File: config.mk
export PLATFORM = sky130hd
export DESIGN_NAME = ruu_core
export DESIGN_NICKNAME = d
export VERILOG_FILES = /design/src/rtl/ruu_pkg.sv /design/src/rtl/ruu_rename.sv /design/src/rtl/ruu_arf.sv /design/src/rtl/ruu_pick.sv /design/src/rtl/ruu_core.sv
export SDC_FILE = /design/constraint.sdc
export NUM_CORES = 2
export LEC_CHECK = 0
export BUFFER_PORTS_ARGS = -buffer_cell sky130_fd_sc_hd__buf_2
export CAP_MARGIN = 20
export CORE_UTILIZATION = 56
export DETAILED_ROUTE_END_ITERATION = 8
export GPL_ROUTABILITY_DRIVEN = 0
export GPL_TIMING_DRIVEN = 0
export PLACE_DENSITY = 0.79
export RECOVER_POWER = 100
export SETUP_SLACK_MARGIN = 0.3
export SYNTH_ARGS = -nofsm -noshare
export SYNTH_HDL_FRONTEND = slang
export SYNTH_HIERARCHICAL = 1
export SYNTH_SLANG_ARGS = --single-unit
File: constraint.sdc
create_clock -name clk -period 3.7 [get_ports clk]
set_input_delay 0 -clock clk [delete_from_list [all_inputs] [get_ports clk]]
set_output_delay 0 -clock clk [all_outputs]
set_load 0.1 [all_outputs]
File: src/rtl/ruu_pkg.sv
package ruu_pkg;
   // index width with a floor of one bit
   function automatic int idx_w(input int n);
      return (n <= 2) ? 1 : $clog2(n);
   endfunction
   localparam int NSRC = 2;
endpackage

File: src/rtl/ruu_rename.sv
module ruu_rename #(
   parameter int NREG = 8,
   parameter int RW   = 3,
   parameter int TW   = 3
)(
   input  logic                 clk,
   input  logic                 rst_n,
   input  logic [1:0][RW-1:0]   rd_reg,
   output logic [1:0]           hit,
   output logic [1:0][TW-1:0]   hit_tag,
   input  logic                 set_en,
   input  logic [RW-1:0]        set_reg,
   input  logic [TW-1:0]        set_tag,
   input  logic                 clr_en,
   input  logic [RW-1:0]        clr_reg,
   input  logic [TW-1:0]        clr_tag
);
   logic [NREG-1:0] map_v;
   logic [TW-1:0]   map_t [NREG];

   always_comb begin
      for (int s = 0; s < 2; s++) begin
         hit[s]     = map_v[rd_reg[s]];
         hit_tag[s] = map_t[rd_reg[s]];
      end
   end

   always_ff @(posedge clk or negedge rst_n) begin
      if (!rst_n) begin
         map_v <= '0;
         for (int r = 0; r < NREG; r++) map_t[r] <= '0;
      end else begin
         // retire only drops a mapping still owned by the retiring slot
         if (clr_en && map_v[clr_reg] && map_t[clr_reg] == clr_tag)
            map_v[clr_reg] <= 1'b0;
         // a new producer always wins over a same-cycle clear
         if (set_en) begin
            map_v[set_reg] <= 1'b1;
            map_t[set_reg] <= set_tag;
         end
      end
   end
endmodule

File: src/rtl/ruu_arf.sv
module ruu_arf #(
   parameter int NREG = 8,
   parameter int RW   = 3,
   parameter int DW   = 16
)(
   input  logic                 clk,
   input  logic                 rst_n,
   input  logic [1:0][RW-1:0]   rd_reg,
   output logic [1:0][DW-1:0]   rd_data,
   input  logic                 we,
   input  logic [RW-1:0]        wr_reg,
   input  logic [DW-1:0]        wr_data
);
   logic [DW-1:0] regs [NREG];

   always_comb begin
      for (int s = 0; s < 2; s++) rd_data[s] = regs[rd_reg[s]];
   end

   always_ff @(posedge clk or negedge rst_n) begin
      if (!rst_n) begin
         for (int r = 0; r < NREG; r++) regs[r] <= '0;
      end else if (we) begin
         regs[wr_reg] <= wr_data;
      end
   end
endmodule

File: src/rtl/ruu_pick.sv
module ruu_pick #(
   parameter int DEPTH = 8,
   parameter int TW    = 3
)(
   input  logic [DEPTH-1:0] cand,
   input  logic [TW-1:0]    head,
   output logic             found,
   output logic [TW-1:0]    idx
);
   logic [TW-1:0] p;

   // walk from the oldest slot so the first hit is the oldest ready one
   always_comb begin
      found = 1'b0;
      idx   = '0;
      p     = '0;
      for (int k = 0; k < DEPTH; k++) begin
         p = head + TW'(k);
         if (!found && cand[p]) begin
            found = 1'b1;
            idx   = p;
         end
      end
   end
endmodule

File: src/rtl/ruu_core.sv
module ruu_core import ruu_pkg::*; #(
   parameter  int DEPTH = 8,
   parameter  int DW    = 16,
   parameter  int NREG  = 8,
   parameter  int NFU   = 2,
   localparam int TW    = idx_w(DEPTH),
   localparam int RW    = idx_w(NREG),
   localparam int FW    = idx_w(NFU)
)(
   input  logic            clk,
   input  logic            rst_n,
   input  logic            disp_valid,
   input  logic [FW-1:0]   disp_fu,
   input  logic [RW-1:0]   disp_dst,
   input  logic [RW-1:0]   disp_src_a,
   input  logic [RW-1:0]   disp_src_b,
   output logic            disp_ready,
   output logic [TW-1:0]   disp_tag,
   input  logic            res_valid,
   input  logic [TW-1:0]   res_tag,
   input  logic [DW-1:0]   res_data,
   input  logic [NFU-1:0]  fu_free,
   input  logic            bus_slot_free,
   output logic            iss_valid,
   output logic [TW-1:0]   iss_tag,
   output logic [FW-1:0]   iss_fu,
   output logic [DW-1:0]   iss_opa,
   output logic [DW-1:0]   iss_opb,
   output logic            cmt_valid,
   output logic [TW-1:0]   cmt_tag,
   output logic [RW-1:0]   cmt_reg,
   output logic [DW-1:0]   cmt_data
);
   if (DEPTH < 2 || (DEPTH & (DEPTH - 1)) != 0) begin : g_bad_depth
      $error("ruu_core: DEPTH must be a power of two of at least 2");
   end
   if (NREG < 2 || (NREG & (NREG - 1)) != 0) begin : g_bad_nreg
      $error("ruu_core: NREG must be a power of two of at least 2");
   end
   if (NFU < 1 || NFU > (1 << FW)) begin : g_bad_nfu
      $error("ruu_core: NFU out of range");
   end

   typedef struct packed {
      logic                 vld;
      logic                 iss;
      logic                 done;
      logic [FW-1:0]        fu;
      logic [RW-1:0]        dst;
      logic [NSRC-1:0]      rdy;
      logic [NSRC-1:0][TW-1:0] tag;
      logic [NSRC-1:0][DW-1:0] opd;
      logic [DW-1:0]        res;
   } ent_t;

   ent_t             ent [DEPTH];
   logic [DEPTH-1:0] cand;
   logic [TW-1:0]    head_q, tail_q;
   logic             full_q;
   logic             do_disp, do_cmt;

   logic [1:0][RW-1:0] src_reg;
   logic [1:0]         ren_hit;
   logic [1:0][TW-1:0] ren_tag;
   logic [1:0][DW-1:0] arf_val;
   logic [1:0]         new_rdy;
   logic [1:0][DW-1:0] new_opd;

   assign do_disp = disp_valid && !full_q;
   assign do_cmt  = ent[head_q].vld && ent[head_q].done;
   assign src_reg = {disp_src_b, disp_src_a};

   ruu_rename #(.NREG(NREG), .RW(RW), .TW(TW)) u_ren (
      .clk(clk), .rst_n(rst_n), .rd_reg(src_reg), .hit(ren_hit), .hit_tag(ren_tag),
      .set_en(do_disp), .set_reg(disp_dst), .set_tag(tail_q),
      .clr_en(do_cmt), .clr_reg(ent[head_q].dst), .clr_tag(head_q));

   ruu_arf #(.NREG(NREG), .RW(RW), .DW(DW)) u_arf (
      .clk(clk), .rst_n(rst_n), .rd_reg(src_reg), .rd_data(arf_val),
      .we(do_cmt), .wr_reg(ent[head_q].dst), .wr_data(ent[head_q].res));

   // operand source for a dispatching instruction
   always_comb begin
      for (int s = 0; s < 2; s++) begin
         if (!ren_hit[s]) begin
            new_rdy[s] = 1'b1;
            new_opd[s] = arf_val[s];
         end else if (ent[ren_tag[s]].done) begin
            new_rdy[s] = 1'b1;
            new_opd[s] = ent[ren_tag[s]].res;
         end else if (res_valid && res_tag == ren_tag[s]) begin
            new_rdy[s] = 1'b1;
            new_opd[s] = res_data;
         end else begin
            new_rdy[s] = 1'b0;
            new_opd[s] = '0;
         end
      end
   end

   for (genvar g = 0; g < DEPTH; g++) begin : g_ent
      ent_t q;
      logic alloc, free_e, iss_e, res_e;
      assign alloc  = do_disp && tail_q == TW'(g);
      assign free_e = do_cmt && head_q == TW'(g);
      assign iss_e  = iss_valid && iss_tag == TW'(g);
      assign res_e  = res_valid && res_tag == TW'(g);

      always_ff @(posedge clk or negedge rst_n) begin
         if (!rst_n) begin
            q <= '0;
         end else if (alloc) begin
            q.vld  <= 1'b1;
            q.iss  <= 1'b0;
            q.done <= 1'b0;
            q.fu   <= disp_fu;
            q.dst  <= disp_dst;
            q.rdy  <= new_rdy;
            q.tag  <= ren_tag;
            q.opd  <= new_opd;
            q.res  <= '0;
         end else begin
            if (free_e) q.vld <= 1'b0;
            if (iss_e)  q.iss <= 1'b1;
            if (res_e && q.vld) begin
               q.done <= 1'b1;
               q.res  <= res_data;
            end
            // one comparator per source against the single result bus
            for (int s = 0; s < NSRC; s++) begin
               if (res_valid && q.vld && !q.rdy[s] && q.tag[s] == res_tag) begin
                  q.rdy[s] <= 1'b1;
                  q.opd[s] <= res_data;
               end
            end
         end
      end

      assign ent[g]  = q;
      assign cand[g] = q.vld && !q.iss && (&q.rdy) && fu_free[q.fu] && bus_slot_free;
   end

   ruu_pick #(.DEPTH(DEPTH), .TW(TW)) u_pick (
      .cand(cand), .head(head_q), .found(iss_valid), .idx(iss_tag));

   always_ff @(posedge clk or negedge rst_n) begin
      if (!rst_n) begin
         head_q <= '0;
         tail_q <= '0;
         full_q <= 1'b0;
      end else begin
         if (do_disp) tail_q <= tail_q + TW'(1);
         if (do_cmt)  head_q <= head_q + TW'(1);
         if (do_disp && !do_cmt && (tail_q + TW'(1)) == head_q) full_q <= 1'b1;
         else if (do_cmt && !do_disp) full_q <= 1'b0;
      end
   end

   assign disp_ready = !full_q;
   assign disp_tag   = tail_q;
   assign iss_fu     = ent[iss_tag].fu;
   assign iss_opa    = ent[iss_tag].opd[0];
   assign iss_opb    = ent[iss_tag].opd[1];
   assign cmt_valid  = do_cmt;
   assign cmt_tag    = head_q;
   assign cmt_reg    = ent[head_q].dst;
   assign cmt_data   = ent[head_q].res;
endmodule

### Yosys cells after proc, flatten, opt, wreduce, memory -nomap -nowiden

Index checks and enable logic that the tools add are counted.

* memories: 0
* bits in latches: 0
* logic and storage cells: 629
* output and inout bits: 64
* input bits: 36
* register bits after elaboration: 671
* memory bits (read-only): 0
* bits in writable memories: 0

* mux-type cells: 195
* equal/unequal tests: 48
* bitwise gates (word level): 11
* magnitude comparators: 32
* reduce and logical (&&, ||, !) cells: 219
* divide/modulo/power cells: 0
* shift operators: 0
* add/sub/neg operators: 8
* $mul: 0

Operator list (number)
* binary-select mux 63 bit (select 3 bit): 4
* two-way mux 16 bit: 35
* two-way mux 48 bit: 8
* two-way mux 61 bit: 4
* logical AND 1 bit: 132
* bitwise mux 128 bit: 1
* two-way mux 63 bit: 2
* two-way mux 60 bit: 2
* binary-select mux 16 bit (select 3 bit): 2
* two-way mux 1 bit: 85
* nonzero test 2 bit: 41
* two-way mux 3 bit: 23
* == test 3 bit: 20
* demux 16 bit (select 3 bit): 1
* == test 3 bit (second input constant): 16
* < comparator 3 x 4 -> 1 bit (second input constant): 12
* zero test 1 bit: 34
* binary-select mux 1 bit (select 3 bit): 11
* greater-or-equal comparator 4 bit (second input constant): 8
* NOT 3 -> 4 bit: 8
* binary-select mux 3 bit (select 3 bit): 3
* bitwise mux 24 bit: 1
* == test 3 x 2 -> 1 bit (second input constant): 8
* < comparator 1 x 2 -> 1 bit (second input constant): 8
* other kinds (15): 44

### Logic depth before layout (Yosys ltp)

* depth in word-level cells: 33
* gate-level depth with buffers: 15
* depth with buffers taken out: 11

### By module

The synthesis kept the hierarchy.

By module, submodules not included
* ruu_core: cells an instance 2966, seq. area each 12787.3 um2, area an instance 31084.8 um2, instances 1
* ruu_arf: cells an instance 393, seq. area each 3203.1 um2, area an instance 6991.7 um2, instances 1
* ruu_rename: cells an instance 162, seq. area each 800.8 um2, area an instance 2133.3 um2, instances 1
* ruu_pick: cells an instance 108, seq. area each 0.0 um2, area an instance 996.0 um2, instances 1

### Least setup slack after synthesis

Ideal clock, no wire load.

* path kind: register to output
* start: register head_q[1], in the netlist cmt_tag[1]
* end: output port iss_opa[15]
* cell stages (with the launch flop): 14
* slack: -2.266 ns
* buffers on the path: 4
* data required time: 3.700 ns
* data arrival time: 5.966 ns
* path through: dfrtp_1 buf_2 inv_1 ha_1 buf_2 mux4_2 mux2i_1 nand2_1 a21oi_4 nand3_1 a21oi_1 clkbuf_1 clkbuf_1 mux2_2

* cells in the longest elaborated chain, start to end: 28
* elaborated cells between the ends (all ways): 56
* classes of those cells: add/sub: 7; mux: 34; bitwise: 1; reduce/logical: 14

RTL lines
* start, declared: RTL line ruu_core.sv:58 `logic [TW-1:0] head_q, tail_q;`
* start signal, assigned: RTL line ruu_core.sv:153 `if (do_cmt) head_q <= head_q + TW'(1);`
* branches (longest 23 deep; another with adder 3 x 1 -> 3 bit)
* two-way mux 3 bit (*): RTL line ruu_pick.sv:19 `if (!found && cand[p]) begin`
* named net iss_tag[2]: RTL line ruu_core.sv:25 `output logic [TW-1:0] iss_tag,`
* NOT 3 -> 4 bit (implied by the code) (*): RTL line ruu_core.sv:162 `assign iss_opa = ent[iss_tag].opd[0];`
* binary-select mux 63 bit (select 3 bit) (*): RTL line ruu_core.sv:162
* two-way mux 60 bit (*) (2 in series)
* end, declared: RTL line ruu_core.sv:27 `output logic [DW-1:0] iss_opa,`

Mark *: on every way through the listed nets, which the timed path passes. The select of a mux whose other input is x is not followed.

### Final worst setup path

* start: register g_ent[0].q (netlist bit ent[503])
* end: output port iss_opb[12]

* cells in the longest elaborated chain, start to end: 32
* elaborated cells between the ends (all ways): 53
* classes of those cells: mux: 34; bitwise: 1; reduce/logical: 18

RTL lines
* start, declared: RTL line ruu_core.sv:102 `ent_t q;`
* logical AND 1 bit (*) (4 in series): RTL line ruu_core.sv:140 `assign cand[g] = q.vld && !q.iss && (&q.rdy) && fu_free[q.fu] && bus_slot_free;`
* named net cand[0]: RTL line ruu_core.sv:57 `logic [DEPTH-1:0] cand;`
* binary-select mux 1 bit (select 3 bit): RTL line ruu_pick.sv:19
* two-way mux 1 bit (implied by the code): RTL line ruu_pick.sv:19
* two-way mux 1 bit: RTL line ruu_pick.sv:19
* zero test 1 bit: RTL line ruu_pick.sv:19
* logical AND 1 bit: RTL line ruu_pick.sv:19
* two-way mux 1 bit: RTL line ruu_pick.sv:19
* [... 13 more ...]
* logical AND 1 bit: RTL line ruu_pick.sv:19
* two-way mux 1 bit: RTL line ruu_pick.sv:19
* zero test 1 bit: RTL line ruu_pick.sv:19
* logical AND 1 bit: RTL line ruu_pick.sv:19
* two-way mux 3 bit (*): RTL line ruu_pick.sv:19
* NOT 3 -> 4 bit (implied by the code) (*): RTL line ruu_core.sv:163 `assign iss_opb = ent[iss_tag].opd[1];`
* binary-select mux 63 bit (select 3 bit) (*): RTL line ruu_core.sv:163
* two-way mux 60 bit (implied by the code) (*) (2 in series): RTL line ruu_core.sv:163
* end, declared: RTL line ruu_core.sv:28 `output logic [DW-1:0] iss_opb,`

The timed path passes the listed nets; every way through them passes the cells marked *. The select of a mux whose other input is x is not followed.

==> impl_metrics.toml <==
[setup_path]
worstSetupPathType = "reg2out"
worst_setup_end_kind = "primary output"
required_time_of_the_worst_setup_path_ns = 3.70
critical_path_arrival_ns = 4.68
crit_path_start_kind = "flip-flop"
timing.critical_path.fanout_max = 9

[floorplanning]
die_width_um = 273
num_io_pins = 100
fp-row-count = 99
die_y_um = 273
initial_core_util = 0.566
dieArea_um2 = 74700
coreArea_um2 = 72800

[power_and_ir_drop]
p_leak_uw = 0.0208
finalPower_uw = 16600
peakVddDrop_mv = 0.370
power-per-cell-area_nw_per_um2 = 346

[yosys]
complex_gate_fraction_of_the_synthesized_area = 0.118
cell_area_after_synthesis_um2 = 41200
ys_warn_count = 6
synthAdderAreaFrac = 0.00425
yosys.area_share.xor_xnor = 0.0138
yosysTopAreaCell = "sky130_fd_sc_hd__dfrtp_1"
avgSynthCellArea_um2 = 11.4
synthSimpleGateAreaFrac = 0.114
synth_top_area_frac = 0.407
synth_top_cells_by_area = "sky130_fd_sc_hd__dfrtp_1 41%, sky130_fd_sc_hd__mux4_2 12%, sky130_fd_sc_hd__mux2i_1 7.6%"
number_of_synthesized_register_bits = 671
seq_area_frac_synth = 0.407
post_synth_num_cell_types = 77
post_synth_mux_area_share = 0.295
async_flop_share = 1.00
synthCells = 3629
synth_fp_nets = 3679
synth_top_family_by_area = "multiplexers"
count_of_flip_flops_with_a_built_in_enable_after_synthesis = 0
synth_flop_cell = "sky130_fd_sc_hd__dfrtp_1"

[sta]
clock_skew_ns = 0.0351
rsz0062_at_grt = "true"
worst_tran_pin_value_ns = 3.02
layout_min_cycle_time_ns = 4.68
slew_headroom = -1.01
drv_slew = 345
clock.fmax_ghz = 0.214
minimum_setup_slack_in_the_final_design_ns = -0.978
period_share = 1.26
timing_hold_violations_final = 0
report.final.setup_viol = 367

[grt]
first_global_vias = 35300
grt_max_degree = 117
globalRouteTotalUtil = 0.404
antenna_found_initial = 16
grt_pass1_wl_um = 223000
grt_overflow_total = 0

[finish]
final_core_utilization = 0.660
finalNetCount = 3939
layout_common_cells = "668 x sky130_fd_sc_hd__dfrtp_1, 590 x sky130_fd_sc_hd__nand2_1, 328 x sky130_fd_sc_hd__nor2_1, 307 x sky130_fd_sc_hd__mux2i_1, 224 x sky130_fd_sc_hd__clkbuf_1"
synthToLayoutAreaGrowth_pct = 16.6
layout-drive-gt1-share = 0.285
layout_commonest_cell = "sky130_fd_sc_hd__dfrtp_1"
fin_area_um2 = 48000

[cts]
cts-buffers-inserted = 76
clkSinkCount = 671
clock_tree_from_tritoncts = "built"
max-clock-path-buffers = 3
cts_root_buf = "sky130_fd_sc_hd__clkbuf_16"
clk_latency_ns = 0.67
h-tree-depth = 3
clkTransAtPathRegs_ns = 0.06

[route]
via_total_after_detailed_routing = 35400
detail_route.iter0.violations = 6108
number_of_vias_per_cell = 7.21
route.detailed.wl_per_inst_um = 31.2
wl_um = 153000
drc = 9
number_of_nets_still_failing_antenna_checks_after_routing = 0
drt_first_pass_iters = 9

[job]
max-cap-violations = 4

[place]
dp_hpwl_um = 106000
numPortBuffers = 72
instance_area_after_placement_um2 = 43300

[status]
violations = "design-rule violations, max-capacitance violations, max-slew violations, negative setup slack"
outcome = "finished, violations left"

[hold_path]
holdCritPathClass = "in2reg"
-- timing repair --
action	4_1_cts	5_1_grt
resized for setup	255	103
buffers inserted	24	58
cloned	6	1
hold endpoints to repair	399	0
hold buffers	14	0
pin swaps	19	20
setup endpoints to repair	262	291
-- area by class of cell --
class / count / area (µm²)
Fill cell: 5282 / 24800
Multi-Input combinational cell: 2538 / 22900
Buffer: 406 / 2270
Inverter: 14 / 67.6
Clock buffer: 105 / 2230
Tap cell: 959 / 1200
Sequential cell: 671 / 16800
Timing Repair Buffer: 182 / 2010
Antenna cell: 8 / 20.0
Clock inverter: 32 / 523
-- power breakdown --
group          leakage [µW]  internal [µW]  switching (µW)
logic                0.0101            178             606
registers           0.00935           7340            9.89
clock network       0.00135           5120            3350
total                0.0208          12600            3970
-- critical path, cell delays in order, from the launching register on --
cell and delay [ns]:
sky130_fd_sc_hd__dfrtp_1 0.62, sky130_fd_sc_hd__nand4_1 0.27, sky130_fd_sc_hd__nor3_4 0.38, sky130_fd_sc_hd__mux2i_1 0.13, sky130_fd_sc_hd__a22oi_1 0.28, sky130_fd_sc_hd__a311o_1 0.32, sky130_fd_sc_hd__a21oi_4 0.10, sky130_fd_sc_hd__a21oi_1 0.16
sky130_fd_sc_hd__a32o_2 0.26, sky130_fd_sc_hd__clkbuf_16 0.22, sky130_fd_sc_hd__buf_12 0.13, sky130_fd_sc_hd__buf_16 0.13, sky130_fd_sc_hd__mux4_2 0.52, sky130_fd_sc_hd__mux2_4 0.32, sky130_fd_sc_hd__buf_12 0.17
-- worst paths after layout --
| path | from | to | slack, ns | depth (start not counted) |
|---|---|---|---|---|
| setup reg to reg | cmt_tag[0] | u_ren/map_v[3] | -0.68 | 15 |
| hold reg to reg | ent[120] | ent[120] | 0.48 | 2 |
| max in group asynchronous | rst_n | ent[168] | 0.14 | 5 |
| min in group asynchronous | rst_n | u_ren/map_t[16] | 1.11 | 4 |
| setup / recovery | ent[503] | iss_opb[12] | -0.98 | 14 |
| hold / removal | res_data[5] | ent[84] | 0.04 | 3 |
-- per-stage QoR --
step	instances	TNS, ns	worst slack, ns	hold slack (ns)
2_1_floorplan	3629	-34.77	-0.903	-0.296
3_5_place_dp	4667	-72.69	-1.65	-0.0449
5_1_grt	4910	-147.57	-1.06	0.0532
6_report	4915	-88.62	-0.978	0.0386
3_3_place_gp	4660	-7859.18	-13.94	0.293
4_1_cts	4848	-28.07	-0.901	0.0138
-- cell usage after synthesis, types with 5 or more instances --
master and n:
sky130_fd_sc_hd__buf_4 24, sky130_fd_sc_hd__ha_1 14, sky130_fd_sc_hd__nand2b_1 5, sky130_fd_sc_hd__nand3b_1 5, sky130_fd_sc_hd__a31oi_4 24, sky130_fd_sc_hd__nor2_1 330, sky130_fd_sc_hd__mux2_2 231, sky130_fd_sc_hd__a21oi_1 143
sky130_fd_sc_hd__a31oi_2 8, sky130_fd_sc_hd__and3_1 18, sky130_fd_sc_hd__and2_1 15, sky130_fd_sc_hd__mux2i_1 313, sky130_fd_sc_hd__nor4_1 16, sky130_fd_sc_hd__clkbuf_1 217, sky130_fd_sc_hd__o211ai_1 6, sky130_fd_sc_hd__o21ai_1 10
sky130_fd_sc_hd__clkbuf_2 6, sky130_fd_sc_hd__buf_6 21, sky130_fd_sc_hd__xnor2_1 28, sky130_fd_sc_hd__nand2_1 599, sky130_fd_sc_hd__nor3_1 14, sky130_fd_sc_hd__dfrtp_1 671, sky130_fd_sc_hd__mux4_1 56, sky130_fd_sc_hd__nand4_1 8
sky130_fd_sc_hd__nand3_1 32, sky130_fd_sc_hd__nor2b_1 18, sky130_fd_sc_hd__o21ai_0 36, sky130_fd_sc_hd__a221oi_2 109, sky130_fd_sc_hd__mux4_2 216, sky130_fd_sc_hd__buf_1 62, sky130_fd_sc_hd__or2_2 33, sky130_fd_sc_hd__a31oi_1 8
sky130_fd_sc_hd__a221oi_1 147, sky130_fd_sc_hd__a21o_1 8, sky130_fd_sc_hd__xor2_1 37, sky130_fd_sc_hd__inv_1 12, sky130_fd_sc_hd__buf_2 73
-- sequential cells by signal, indices dropped and copies added, names as in the netlist --
name,cells
ent,504
disp_tag,3
u_ren/map_v,8
u_arf/regs,128
full_q,1
u_ren/map_t,24
cmt_tag,3
-- logic make-up (layout without fill, tap and decap cells) --
logic type | count (synthesis) | after routing
simple gates | 1116 | 1116
compound gates | 522 | 522
other cells | 0 | 8
buf+inv | 420 | 739
flops | 671 | 671
mux | 821 | 821
xor+xnor | 65 | 65
fa+ha+maj | 14 | 14
-- routing by layer --
layer  vias to the layer above  routed length [µm]  GRT usage
li1                      13900                   -          -
met1                     17400               51700      0.494
met2                      3110               67200      0.600
met3                       940               21300      0.149
met4                        16               12900      0.267
met5                         -                 153          0
(Power assumes the default switching activity.)
